**config.mk**
```make
export PLATFORM = sky130hd
export DESIGN_NAME = boot_remap_decoder
export DESIGN_NICKNAME = d
export VERILOG_FILES = /design/src/rtl/boot_remap_pkg.sv /design/src/rtl/boot_remap_mode_flag.sv /design/src/rtl/boot_remap_region.sv /design/src/rtl/boot_remap_selects.sv /design/src/rtl/boot_remap_decoder.sv
export SDC_FILE = /design/constraint.sdc
export NUM_CORES = 1
export LEC_CHECK = 0
export ABC_CLOCK_PERIOD_IN_PS = 3900
export BUFFER_PORTS_ARGS = -buffer_cell sky130_fd_sc_hd__buf_2
export CAP_MARGIN = 20
export CORE_MARGIN = 1.5
export CORE_UTILIZATION = 37
export CTS_CLUSTER_SIZE = 20
export DETAILED_ROUTE_END_ITERATION = 6
export PLACE_DENSITY = 0.84
export SYNTH_ARGS = -nofsm -noshare
export SYNTH_HDL_FRONTEND = slang
export SYNTH_SLANG_ARGS = --single-unit
```
**constraint.sdc**
```tcl
create_clock -name clk -period 3.9 [get_ports clk]
set_input_delay 0.78 -clock clk [delete_from_list [all_inputs] [get_ports clk]]
set_output_delay 0.78 -clock clk [all_outputs]
set_load 0.01 [all_outputs]
```
**src/rtl/boot_remap_pkg.sv**
```systemverilog
// Package: shared region type and fixed address constants of the boot
// overlay decoder. Assumes a 32-bit byte-addressed bus.
package boot_remap_pkg;

    localparam int          ADDR_W       = 32;
    localparam int          ROM_AW       = 19;              // 512 KiB device
    localparam int          IO_LOW_BITS  = 15;              // 32 KiB I/O block
    localparam logic [31:0] IO_BASE      = 32'hFFFF_8000;
    localparam logic [31:0] TRIGGER_ADDR = 32'hFFFF_8000;
    localparam int          ROM_WIN_BITS = 24;              // 16 MiB window
    localparam logic [31:0] ROM_WIN_BASE = 32'hFE00_0000;

    typedef enum logic [1:0] {
        RG_NONE = 2'd0,
        RG_ROM  = 2'd1,
        RG_DRAM = 2'd2,
        RG_IO   = 2'd3
    } region_e;

endpackage

```
**src/rtl/boot_remap_mode_flag.sv**
```systemverilog
// Module: sticky overlay-exit flag.
// Sets on the first clock edge that sees a strobed access to the trigger
// address with an enabled direction. Clears only on synchronous reset.
module boot_remap_mode_flag
    import boot_remap_pkg::*;
#(
    parameter bit TRIG_ON_READ  = 1'b1,
    parameter bit TRIG_ON_WRITE = 1'b1
) (
    input  logic              clk,
    input  logic              rst_n,
    input  logic [ADDR_W-1:0] addr,
    input  logic              strobe,
    input  logic              is_read,
    output logic              normal
);

    logic dir_ok;
    logic hit;

    // Qualify the direction of the access against the enabled trigger kinds.
    always_comb begin
        dir_ok = (is_read && TRIG_ON_READ) || (!is_read && TRIG_ON_WRITE);
        hit    = strobe && dir_ok && (addr == TRIGGER_ADDR);
    end

    // Hold the mode; once set it stays set until reset.
    always_ff @(posedge clk) begin
        if (!rst_n) begin
            normal <= 1'b0;
        end else if (hit) begin
            normal <= 1'b1;
        end
    end

endmodule

```
**src/rtl/boot_remap_region.sv**
```systemverilog
// Module: combinational region classifier.
// Maps an address and the current mode onto one region. The top block is
// tested first, so it never falls into ROM or DRAM. Assumes DRAM_BYTES
// lies below the ROM window.
module boot_remap_region
    import boot_remap_pkg::*;
#(
    parameter logic [31:0] DRAM_BYTES = 32'h0100_0000
) (
    input  logic [ADDR_W-1:0] addr,
    input  logic              normal,
    output region_e           region
);

    localparam int IO_TAG_W  = ADDR_W - IO_LOW_BITS;
    localparam int ROM_TAG_W = ADDR_W - ROM_WIN_BITS;
    localparam logic [IO_TAG_W-1:0]  IO_TAG  = IO_BASE[ADDR_W-1:IO_LOW_BITS];
    localparam logic [ROM_TAG_W-1:0] ROM_TAG = ROM_WIN_BASE[ADDR_W-1:ROM_WIN_BITS];

    logic in_io;
    logic in_rom_win;
    logic in_dram;

    // Window membership tests.
    always_comb begin
        in_io      = (addr[ADDR_W-1:IO_LOW_BITS] == IO_TAG);
        in_rom_win = (addr[ADDR_W-1:ROM_WIN_BITS] == ROM_TAG);
        in_dram    = (addr < DRAM_BYTES);
    end

    // Priority choice: I/O first, then the mode-dependent map.
    always_comb begin
        if (in_io) begin
            region = RG_IO;
        end else if (!normal) begin
            region = RG_ROM;
        end else if (in_rom_win) begin
            region = RG_ROM;
        end else if (in_dram) begin
            region = RG_DRAM;
        end else begin
            region = RG_NONE;
        end
    end

endmodule

```
**src/rtl/boot_remap_selects.sv**
```systemverilog
// Module: select generator.
// Turns a region code into one-hot selects gated by the address strobe and
// passes the low ROM address bits only while the ROM is selected.
module boot_remap_selects
    import boot_remap_pkg::*;
(
    input  region_e           region,
    input  logic              strobe,
    input  logic [ROM_AW-1:0] low_addr,
    output logic              sel_rom,
    output logic              sel_dram,
    output logic              sel_io,
    output logic [ROM_AW-1:0] rom_addr
);

    // Decode the region into strobe-gated selects.
    always_comb begin
        sel_rom  = strobe && (region == RG_ROM);
        sel_dram = strobe && (region == RG_DRAM);
        sel_io   = strobe && (region == RG_IO);
    end

    // Forward the ROM address only while the ROM is selected.
    always_comb begin
        rom_addr = sel_rom ? low_addr : '0;
    end

endmodule

```
**src/rtl/boot_remap_decoder.sv**
```systemverilog
// Module: top of the boot overlay address decoder.
// Selects are combinational in the address of the current cycle. The mode
// changes at the clock edge after a trigger access. Assumes DRAM_BYTES is
// at most 128 MiB.
module boot_remap_decoder
    import boot_remap_pkg::*;
#(
    parameter logic [31:0] DRAM_BYTES    = 32'h0100_0000,
    parameter bit          TRIG_ON_READ  = 1'b1,
    parameter bit          TRIG_ON_WRITE = 1'b1
) (
    input  logic        clk,
    input  logic        rst_n,
    input  logic [31:0] bus_addr,
    input  logic        bus_strobe,
    input  logic        bus_read,
    output logic        cs_rom,
    output logic        cs_dram,
    output logic        cs_io,
    output logic [18:0] rom_addr,
    output logic        map_normal
);

    region_e region;

    boot_remap_mode_flag #(
        .TRIG_ON_READ  (TRIG_ON_READ),
        .TRIG_ON_WRITE (TRIG_ON_WRITE)
    ) u_flag (
        .clk     (clk),
        .rst_n   (rst_n),
        .addr    (bus_addr),
        .strobe  (bus_strobe),
        .is_read (bus_read),
        .normal  (map_normal)
    );

    boot_remap_region #(
        .DRAM_BYTES (DRAM_BYTES)
    ) u_region (
        .addr   (bus_addr),
        .normal (map_normal),
        .region (region)
    );

    boot_remap_selects u_sel (
        .region   (region),
        .strobe   (bus_strobe),
        .low_addr (bus_addr[ROM_AW-1:0]),
        .sel_rom  (cs_rom),
        .sel_dram (cs_dram),
        .sel_io   (cs_io),
        .rom_addr (rom_addr)
    );

endmodule

```
## Word-level counts from Yosys, hierarchy flattened

Cells that the tools add are included.

- Order comparisons: 1
- Equal/unequal tests: 6
- Reductions and logical operators: 4
- Muxes and demuxes: 5

Operators with widths:

| operator | number |
|---|---|
| equality test 32 bit, second input constant | 1 |
| less-than comparator 32 x 25 -> 1 bit, second input constant | 1 |
| two-way mux 19 bit | 1 |
| equality test 17 bit, second input constant | 1 |
| equality test 8 bit, second input constant | 1 |
| two-way mux 2 bit | 4 |
| equality test 2 bit, second input constant | 2 |
| logical AND 1 bit | 4 |
| equality test 2 x 1 -> 1 bit, second input constant | 1 |

- Bits in registers: 1
- Input port bits: 36
- Logic and storage cells: 17

## Longest topological paths before layout

Gate-level depths: netlist of the first run.

- Depth after elaboration: 8
- Depth in mapped cells: 4

## Hierarchy

A second synthesis of the first run with hierarchy kept.

- Cells, all modules: 53
- Area, all modules: 457.9 µm²

Modules (own cells, without submodules):

| module | seq. area each (µm²) | cells each | area each (µm²) | instances |
|---|---|---|---|---|
| boot_remap_selects | 0.0 | 28 | 257.7 | 1 |
| boot_remap_mode_flag | 20.0 | 13 | 108.9 | 1 |
| boot_remap_region | 0.0 | 12 | 91.3 | 1 |

## Least setup slack after synthesis of the first run

Ideal clock, no wire load.

- Path kind: in2out
- Start: input port bus_addr[28]
- End: output port cs_dram
- Stages on the path: 2
- Path slack: 1.413 ns
- Arrival: 1.707 ns
- Data required time: 3.120 ns
- Path through: or4_1 > nor4_1

- Longest elaborated chain between the ends: 7
- Elaborated cells on any way between the ends: 9

Ends and longest elaborated chain:

| what | line | RTL |
|---|---|---|
| start: declaration | boot_remap_decoder.sv:14 | `input logic [31:0] bus_addr,` |
| less-than comparator 32 x 25 -> 1 bit | boot_remap_region.sv:28 | `in_dram = (addr < DRAM_BYTES);` |
| two-way mux 2 bit | boot_remap_region.sv:39 | `end else if (in_dram) begin` |
| two-way mux 2 bit | boot_remap_region.sv:37 | `end else if (in_rom_win) begin` |
| two-way mux 2 bit | boot_remap_region.sv:35 | `end else if (!normal) begin` |
| two-way mux 2 bit * | boot_remap_region.sv:33 | `if (in_io) begin` |
| equality test 2 bit * | boot_remap_selects.sv:19 | `sel_dram = strobe && (region == RG_DRAM);` |
| logical AND 1 bit * | boot_remap_selects.sv:19 |  |
| end: declaration | boot_remap_decoder.sv:18 | `output logic cs_dram,` |

Mark *: on every way between the ends. The rest lies on a longest branch, timed or not.

## Worst setup path after layout of the first run

- Start: input port bus_addr[18]
- End: output port rom_addr[9]

- Longest elaborated chain between the ends: 8
- Elaborated cells on any way between the ends: 9

Ends and longest elaborated chain:

| what | line | RTL |
|---|---|---|
| less-than comparator 32 x 25 -> 1 bit | boot_remap_region.sv:28 |  |
| two-way mux 2 bit | boot_remap_region.sv:39 |  |
| two-way mux 2 bit | boot_remap_region.sv:37 |  |
| two-way mux 2 bit | boot_remap_region.sv:35 |  |
| two-way mux 2 bit * | boot_remap_region.sv:33 |  |
| equality test 2 x 1 -> 1 bit * | boot_remap_selects.sv:18 | `sel_rom = strobe && (region == RG_ROM);` |
| logical AND 1 bit * | boot_remap_selects.sv:18 |  |
| two-way mux 19 bit * | boot_remap_selects.sv:25 | `rom_addr = sel_rom ? low_addr : '0;` |
| end: declaration | boot_remap_decoder.sv:20 | `output logic [18:0] rom_addr,` |

Marked as above.

==> flow_summary.ini, run 1 <==
[floorplanning]
dieArea_mm2 = 0.00174
std_cell_rows = 13
ios = 59
start_util_pct = 41.0
core_area_mm2 = 0.00135
die_w_um = 41.7
die_h_um = 41.7

[sta]
clock-skew-final_ps = 0
tns_ps = 0
worstMarginPinSlew_ps = 585
fmaxAchievable_ghz = 0.344
finalCritPeriodShare_pct = 74.6
drv_slew = 0
finalHoldViolations = 0
finalSetupViolations = 0
layout_min_cycle_time_ps = 2910
rsz0062_at_grt = no
timing.slew.headroom_pct = 60.9

[layout]
largestRegisters = u_flag.normal: 1 flops
area_growth_pct = 50.7
layout_commonest_cell = buf_2
largest_reg_flops = 1
regMostFlops = u_flag.normal
fin_nets = 158
layout_common_cells = buf_2 (57), nand2_1 (20), a211oi_2 (19), nor4_1 (4)
fillers = 131
antenna_cells = 0
final_layout_size_suffix_gt1_share_pct = 69.2

[logic_synthesis]
synthTopCellsByArea = a211oi_2 (43%), nand2_1 (14%), nor4_1 (4.5%), buf_6 (4.1%), a211oi_4 (3.6%)
ys_seq_area_share_pct = 3.62
syn_area_per_cell_um2 = 8.13
yosysWarnings = 0
synth_top_area_share_pct = 43.0
synth_fp_nets = 104
synth-seq-cells = 1
ys_types = 23
synth_cells = 68
synth_top_area_cell = a211oi_2
synth_area_um2 = 553

[outcome]
outcome = completed

[global_routing]
grt-ovfl-total = 0
grt_max_degree = 21
antenna_found_initial = 0
grt_pass1_vias = 647
track_usage_pct = 19.0
grt_pass1_wl_mm = 2.82

[clocking]
path_clk_slew_ps = 0
ctsHoldBuffers = 0
ctsResizeCount = 0
post_cts_buffers = 0
clock_latency_ps = 0

[route]
dr.pass1.iters = 4
final_antenna_net_count = 0
vias = 717
wl_per_cell_um = 12.1
viasPerCell = 5.31
drtIter0Drc = 12
drc = 0
finalWirelength_mm = 1.64

[setup_path]
crit_top_cell = buf_2
cp.arrival_ps = 2130
cp-start-kind = primary input
critPathBufInv = 3
critPathCaptureType = output port
cp_max_fo = 12
path_class = in -> out
crit_family = simple AND/OR/NAND/NOR gates
path_cells = buf_2, nand4_1, nor3_4, buf_4, a211oi_2, buf_2
cp.required_ps = 3120
max_stage_delay_ps = 530
cpMaxStageDelayCell = nor3_4

[run]
cap_violations = 0

[power_and_ir_drop]
power_leakage_uw = 0.000397
vdd_drop_max_v = 0.0000617
power_uw = 71.3
powerDensity_mw_per_mm2 = 85.5

[place]
gp_congestion = 0.727
place.port_buffers = 57
hpwl_mm = 1.35

[hold_path]
hp-class = reg -> reg
==> Yosys cell counts, drive strengths merged <==
cell,number
a32o,1
and4,1
or4,1
dfxtp,1
nor4b,1
or4b,1
a211oi,20
nand3,1
nand4,3
buf,7
inv,1
nand2,20
clkbuf,1
nor3,2
nor2,1
nor4,4
and2,1
o31a,1
==> area by class of cell <==
cell class,instances,area (um^2),share of cell area [%]
Tap cell,15,18.8,2.25
Timing Repair Buffer,60,315,37.8
Inverter,1,3.75,0.450
Multi-Input combinational cell,58,475,57.1
Sequential cell,1,20.0,2.40
==> worst paths after layout <==
| check | slack (ps) | to | start | cells past startpoint |
|---|---|---|---|---|
| max | 990 | rom_addr[9] | bus_addr[18] | 6 |
| min | 530 | u_flag.normal$_SDFFE_PN0P_ | u_flag.normal$_SDFFE_PN0P_ | 1 |
| max reg2reg | 3250 | u_flag.normal$_SDFFE_PN0P_ | u_flag.normal$_SDFFE_PN0P_ | 1 |
| min reg2reg | 530 | u_flag.normal$_SDFFE_PN0P_ | u_flag.normal$_SDFFE_PN0P_ | 1 |
==> power breakdown <==
group / switching (uW) / internal [uW]
logic: 30.3 / 30.5
registers: 0.00000000322 / 10.4
clock network: 0 / 0
==> logic make-up after synthesis <==
group / share of synthesized area, %
AO/OA/AOI/OAI: 50.0
flip-flops: 3.62
AND/OR/NAND/NOR: 35.5
buffers and inverters: 10.9
==> through the flow <==
stage | area, um^2 | utilization, % | setup WS [ps] | hold WS [ps] | instances
6_report | 833 | 61.7 | 989 | 529 | 135
5_1_grt | 833 | 61.7 | 843 | 572 | 135
4_1_cts | 818 | 60.6 | 911 | 533 | 134
3_5_place_dp | 818 | 60.6 | 907 | 533 | 134
3_3_place_gp | 818 | 60.6 | 957 | 500 | 134
2_1_floorplan | 553 | - | 1410 | 543 | 68
==> routing by layer <==
metal | part of all wire [%] | vias up | track usage, %
li1 | - | 375 | -
met1 | 39 | 314 | 22.6
met2 | 56 | 28 | 39.4
met3 | 5.2 | 0 | 0
met4 | 0 | 0 | 0
met5 | 0 | - | 0
No activity file was read; power rests on OpenSTA's default activity.
==> run 2: changes to the inputs <==
- ABC_CLOCK_PERIOD_IN_PS: 3900 -> 2900
- CORE_UTILIZATION: 37 -> 34
- PLACE_DENSITY: 0.84 -> 0.78
- clock period: 3.9 -> 2.9 ns (I/O delays scaled with it)
==> run 2 against run 1 <==
Effect of this change:
- total power rose by 35%
- utilization fell by 6.8 points
- via count rose by 5.6%
- largest cell class unchanged
- critical path depth did not move
- cell count rose by 0.74%
- hold slack got worse by 19 ps
- flip-flop and latch count did not move
==> flow_summary.ini, run 2 (synthesized netlist as in run 1, its figures left out) <==
[sta]
layout_min_cycle_time_ps = 2480
finalCritPeriodShare_pct = 85.3
drv_slew = 0
finalSetupViolations = 0
finalHoldViolations = 0
worstMarginPinSlew_ps = 573
timing.slew.headroom_pct = 61.8
tns_ps = 0
rsz0062_at_grt = no
clock-skew-final_ps = 0
worst_slack_ps = 425
fmaxAchievable_ghz = 0.404

[setup_path]
critPathBufInv = 3
crit_family = compound AO/OA/AOI/OAI gates
path_depth = 6
rrSetupSlack_ps = 2260
cp.required_ps = 2320
cpMaxStageDelayCell = o31a_1
path_class = in -> out
critPathCaptureType = output port
max_stage_delay_ps = 480
r2r_cells = 1
cp_max_fo = 12
critical_path.reg2reg.endpoint = u_flag.normal$_SDFFE_PN0P_
crit_top_cell = buf_2
cp-start-kind = primary input
cp.arrival_ps = 1900
r2r-start = u_flag.normal$_SDFFE_PN0P_
path_cells = buf_2, nand4_2, o31a_1, buf_4, a211oi_2, buf_2

[layout]
largestRegisters = u_flag.normal: 1 flops
area_growth_pct = 49.5
fin_nets = 158
fillers = 168
final_layout_size_suffix_gt1_share_pct = 69.2
largest_reg_flops = 1
register_area_um2 = 20.0
final_util_pct = 54.9
antenna_cells = 0
multi_input_area_um2 = 475
regMostFlops = u_flag.normal
layout_commonest_cell = buf_2
layout_common_cells = buf_2 (57), nand2_1 (20), a211oi_2 (19), nor4_1 (4), buf_4 (3)

[power_and_ir_drop]
combPwrFrac_pct = 85.4
power.share.sequential_pct = 14.6
swShare_pct = 42.8
power_leakage_uw = 0.000395
powerDensity_mw_per_mm2 = 117
vdd_drop_max_v = 0.0000469
p_int_uw = 55.1
switching_power_uw = 41.3
p_clk_share_pct = 0

[global_routing]
grt_pass1_vias = 674
grt_max_degree = 21
grt_pass1_wl_mm = 2.86
antenna_found_initial = 0
grt-ovfl-total = 0
track_usage_pct = 18.7

[hold_path]
hp-start = u_flag.normal$_SDFFE_PN0P_
hp-class = reg -> reg
holdPathEnd = u_flag.normal$_SDFFE_PN0P_
min_delay_path_depth = 1

[route]
dr.pass1.iters = 4
top_layer_used = met3
dr_wl_met3_um = 83
drc = 0
drtIter0Drc = 10
wl_met1_um = 689
final_antenna_net_count = 0
wl_met2_mm = 1.01
vias = 757
finalWirelength_mm = 1.78
viasPerCell = 5.57
wl_per_cell_um = 13.1

[place]
place_ws_ps = 442
place.port_buffers = 57
gp_congestion = 0.699
hpwl_mm = 1.43

[floorplanning]
die_h_um = 43.3
start_util_pct = 36.7
core_area_mm2 = 0.00151
dieArea_mm2 = 0.00188
die_w_um = 43.3
ios = 59
std_cell_rows = 14

[outcome]
outcome = completed

[run]
cap_violations = 0

[clocking]
path_clk_slew_ps = 0
ctsResizeCount = 0
ctsHoldBuffers = 0
post_cts_buffers = 0
clock_latency_ps = 0
-- run 2: area by class of cell --
class	instances	area share, %
flip-flops and latches	1	2.42
multi-input cells	58	57.5
repair buffers	60	37.2
well taps	16	2.42
inverters	1	0.454
-- run 2: worst max-delay path by stage --
stage	startpoint	to	slack [ps]
2_1_floorplan	bus_addr[28]	cs_dram	810
3_3_place_gp	bus_addr[31]	rom_addr[5]	460
3_5_place_dp	bus_addr[31]	rom_addr[2]	440
4_1_cts	bus_addr[31]	rom_addr[2]	430
5_1_grt	bus_addr[31]	rom_addr[2]	340
6_report	bus_addr[31]	rom_addr[2]	420
-- run 2: metrics by stage --
| step | hold slack [ps] | instance area, um^2 | std cells | total power (uW) |
|---|---|---|---|---|
| after floorplan | 543 | 553 | 68 | 53.1 |
| after global placement | 493 | 827 | 136 | 94.3 |
| after detailed placement | 516 | 827 | 136 | 96.5 |
| after CTS | 515 | 827 | 136 | 96.7 |
| after global routing | 533 | 827 | 136 | 105 |
| final | 511 | 827 | 136 | 96.4 |
-- run 2: per-layer routing --
metal / GRT usage (%) / up-vias
met5: 0 / -
met4: 0.606 / 0
met2: 38.8 / 20
met1: 21.8 / 365
met3: 0.833 / 0
li1: - / 372
-- run 2: power groups by stage --
stage | sequential [uW] | combinational (uW) | clock (uW)
after floorplan | 14.0 | 39.0 | 0
after global placement | 14.0 | 80.2 | 0
after detailed placement | 14.0 | 82.5 | 0
after CTS | 14.0 | 82.7 | 0
after global routing | 14.0 | 90.5 | 0
final | 14.0 | 82.4 | 0
==> run 3: changes to the inputs <==
- CORE_UTILIZATION: 34 -> 27
- PLACE_DENSITY: 0.78 -> 0.64
==> run 3 against run 2 <==
Effect of this change:
- first-iteration DRC count is 30% lower
- setup slack better by 13 ps
- clock skew stayed put
- critical path depth unchanged
- global-route usage is 4.4 points lower
- hold slack improved by 1.4 ps
- final area rose by 1.7%
- flip-flop and latch count is the same
- register-to-register slack is essentially flat
==> flow_summary.ini, run 3 (synthesized netlist as in run 1, its figures left out) <==
[floorplanning]
die_h_um = 48.3
start_util_pct = 28.5
std_cell_rows = 16
core_area_mm2 = 0.00194
dieArea_mm2 = 0.00233
die_w_um = 48.3
ios = 59

[layout]
largestRegisters = u_flag.normal: 1 flops
final_layout_size_suffix_gt1_share_pct = 69.2
fillers = 217
regMostFlops = u_flag.normal
layout_common_cells = buf_2 (57), nand2_1 (20), a211oi_2 (19), nor4_1 (4), buf_4 (3)
fin_nets = 158
largest_reg_flops = 1
final_util_pct = 43.3
layout_commonest_cell = buf_2
area_growth_pct = 52.0
antenna_cells = 0

[clocking]
path_clk_slew_ps = 0
ctsHoldBuffers = 0
clock_latency_ps = 0
ctsResizeCount = 0
post_cts_buffers = 0

[sta]
clock-skew-final_ps = 0
rsz0062_at_grt = no
worst_slack_ps = 438
finalHoldViolations = 0
finalSetupViolations = 0
drv_slew = 0
finalCritPeriodShare_pct = 84.9
layout_min_cycle_time_ps = 2460
tns_ps = 0
worstMarginPinSlew_ps = 568
timing.slew.headroom_pct = 62.1
fmaxAchievable_ghz = 0.406

[route]
finalWirelength_mm = 1.66
drc = 0
viasPerCell = 4.83
wl_per_cell_um = 11.3
final_antenna_net_count = 0
dr.pass1.iters = 3
vias = 710
drtIter0Drc = 7

[setup_path]
cp.arrival_ps = 1880
cp.required_ps = 2320
path_class = in -> out
critPathCaptureType = output port
r2r_cells = 1
cp_max_fo = 12
cp-start-kind = primary input
critical_path.reg2reg.endpoint = u_flag.normal$_SDFFE_PN0P_
rrSetupSlack_ps = 2260
r2r-start = u_flag.normal$_SDFFE_PN0P_

[power_and_ir_drop]
power_leakage_uw = 0.000395
vdd_drop_max_v = 0.0000500
powerDensity_mw_per_mm2 = 113

[global_routing]
antenna_found_initial = 0
grt_pass1_wl_mm = 2.50
grt_pass1_vias = 599
grt_max_degree = 23
grt-ovfl-total = 0
track_usage_pct = 14.4

[outcome]
outcome = completed

[hold_path]
min_delay_path_depth = 1
hp-class = reg -> reg
holdPathEnd = u_flag.normal$_SDFFE_PN0P_
hp-start = u_flag.normal$_SDFFE_PN0P_

[place]
place_ws_ps = 431
place.port_buffers = 57
hpwl_mm = 1.38
gp_congestion = 0.629

[run]
cap_violations = 0
==> run 3: cell counts in the layout (fill, tap and decap cells not counted) <==
Identical to the previous run, type by type.
==> run 3: routing by layer <==
layer | track usage [%] | part of all wire [%]
met1 | 17.8 | 42
met2 | 28.9 | 52
met3 | 0 | 5.3
met4 | 0 | 0
met5 | 0 | 0
==> run 3: worst max-delay path, stage by stage <==
cell      delay [ps]
buf_2            100
nand4_2          130
o31a_1           480
buf_4            280
a211oi_2         150
buf_2            160
==> run 3: how the worst max path moves through the flow <==
stage | from | slack (ps) | endpoint
after global routing | bus_addr[31] | 300 | rom_addr[12]
after global placement | bus_addr[31] | 450 | rom_addr[14]
after CTS | bus_addr[31] | 420 | rom_addr[14]
final | bus_addr[31] | 440 | rom_addr[14]
after floorplan | bus_addr[28] | 810 | cs_dram
after detailed placement | bus_addr[31] | 430 | rom_addr[14]
==> run 3: final cells by class <==
class                   instances  area, um^2  share of cell area, %
multi-input cells              58         475                   56.5
repair buffers                 60         308                   36.6
inverters                       1        3.75                  0.446
flip-flops and latches          1        20.0                   2.38
well taps                      27        33.8                   4.02
==> run 3: through the flow <==
step	instance area, um^2	hold slack, ps	power [uW]	cells
after global routing	841	564	105	147
final	841	512	95.1	147
after floorplan	553	543	53.1	68
after detailed placement	841	517	96.0	147
after CTS	841	517	96.4	147
after global placement	841	507	94.4	147
==> run 3: power breakdown <==
group / internal, uW / switching (uW) / leakage [uW]
Sequential: 14.0 / 0.00000000396 / 0.00000805
Clock: 0 / 0 / 0
Combinational: 41.0 / 40.0 / 0.000387
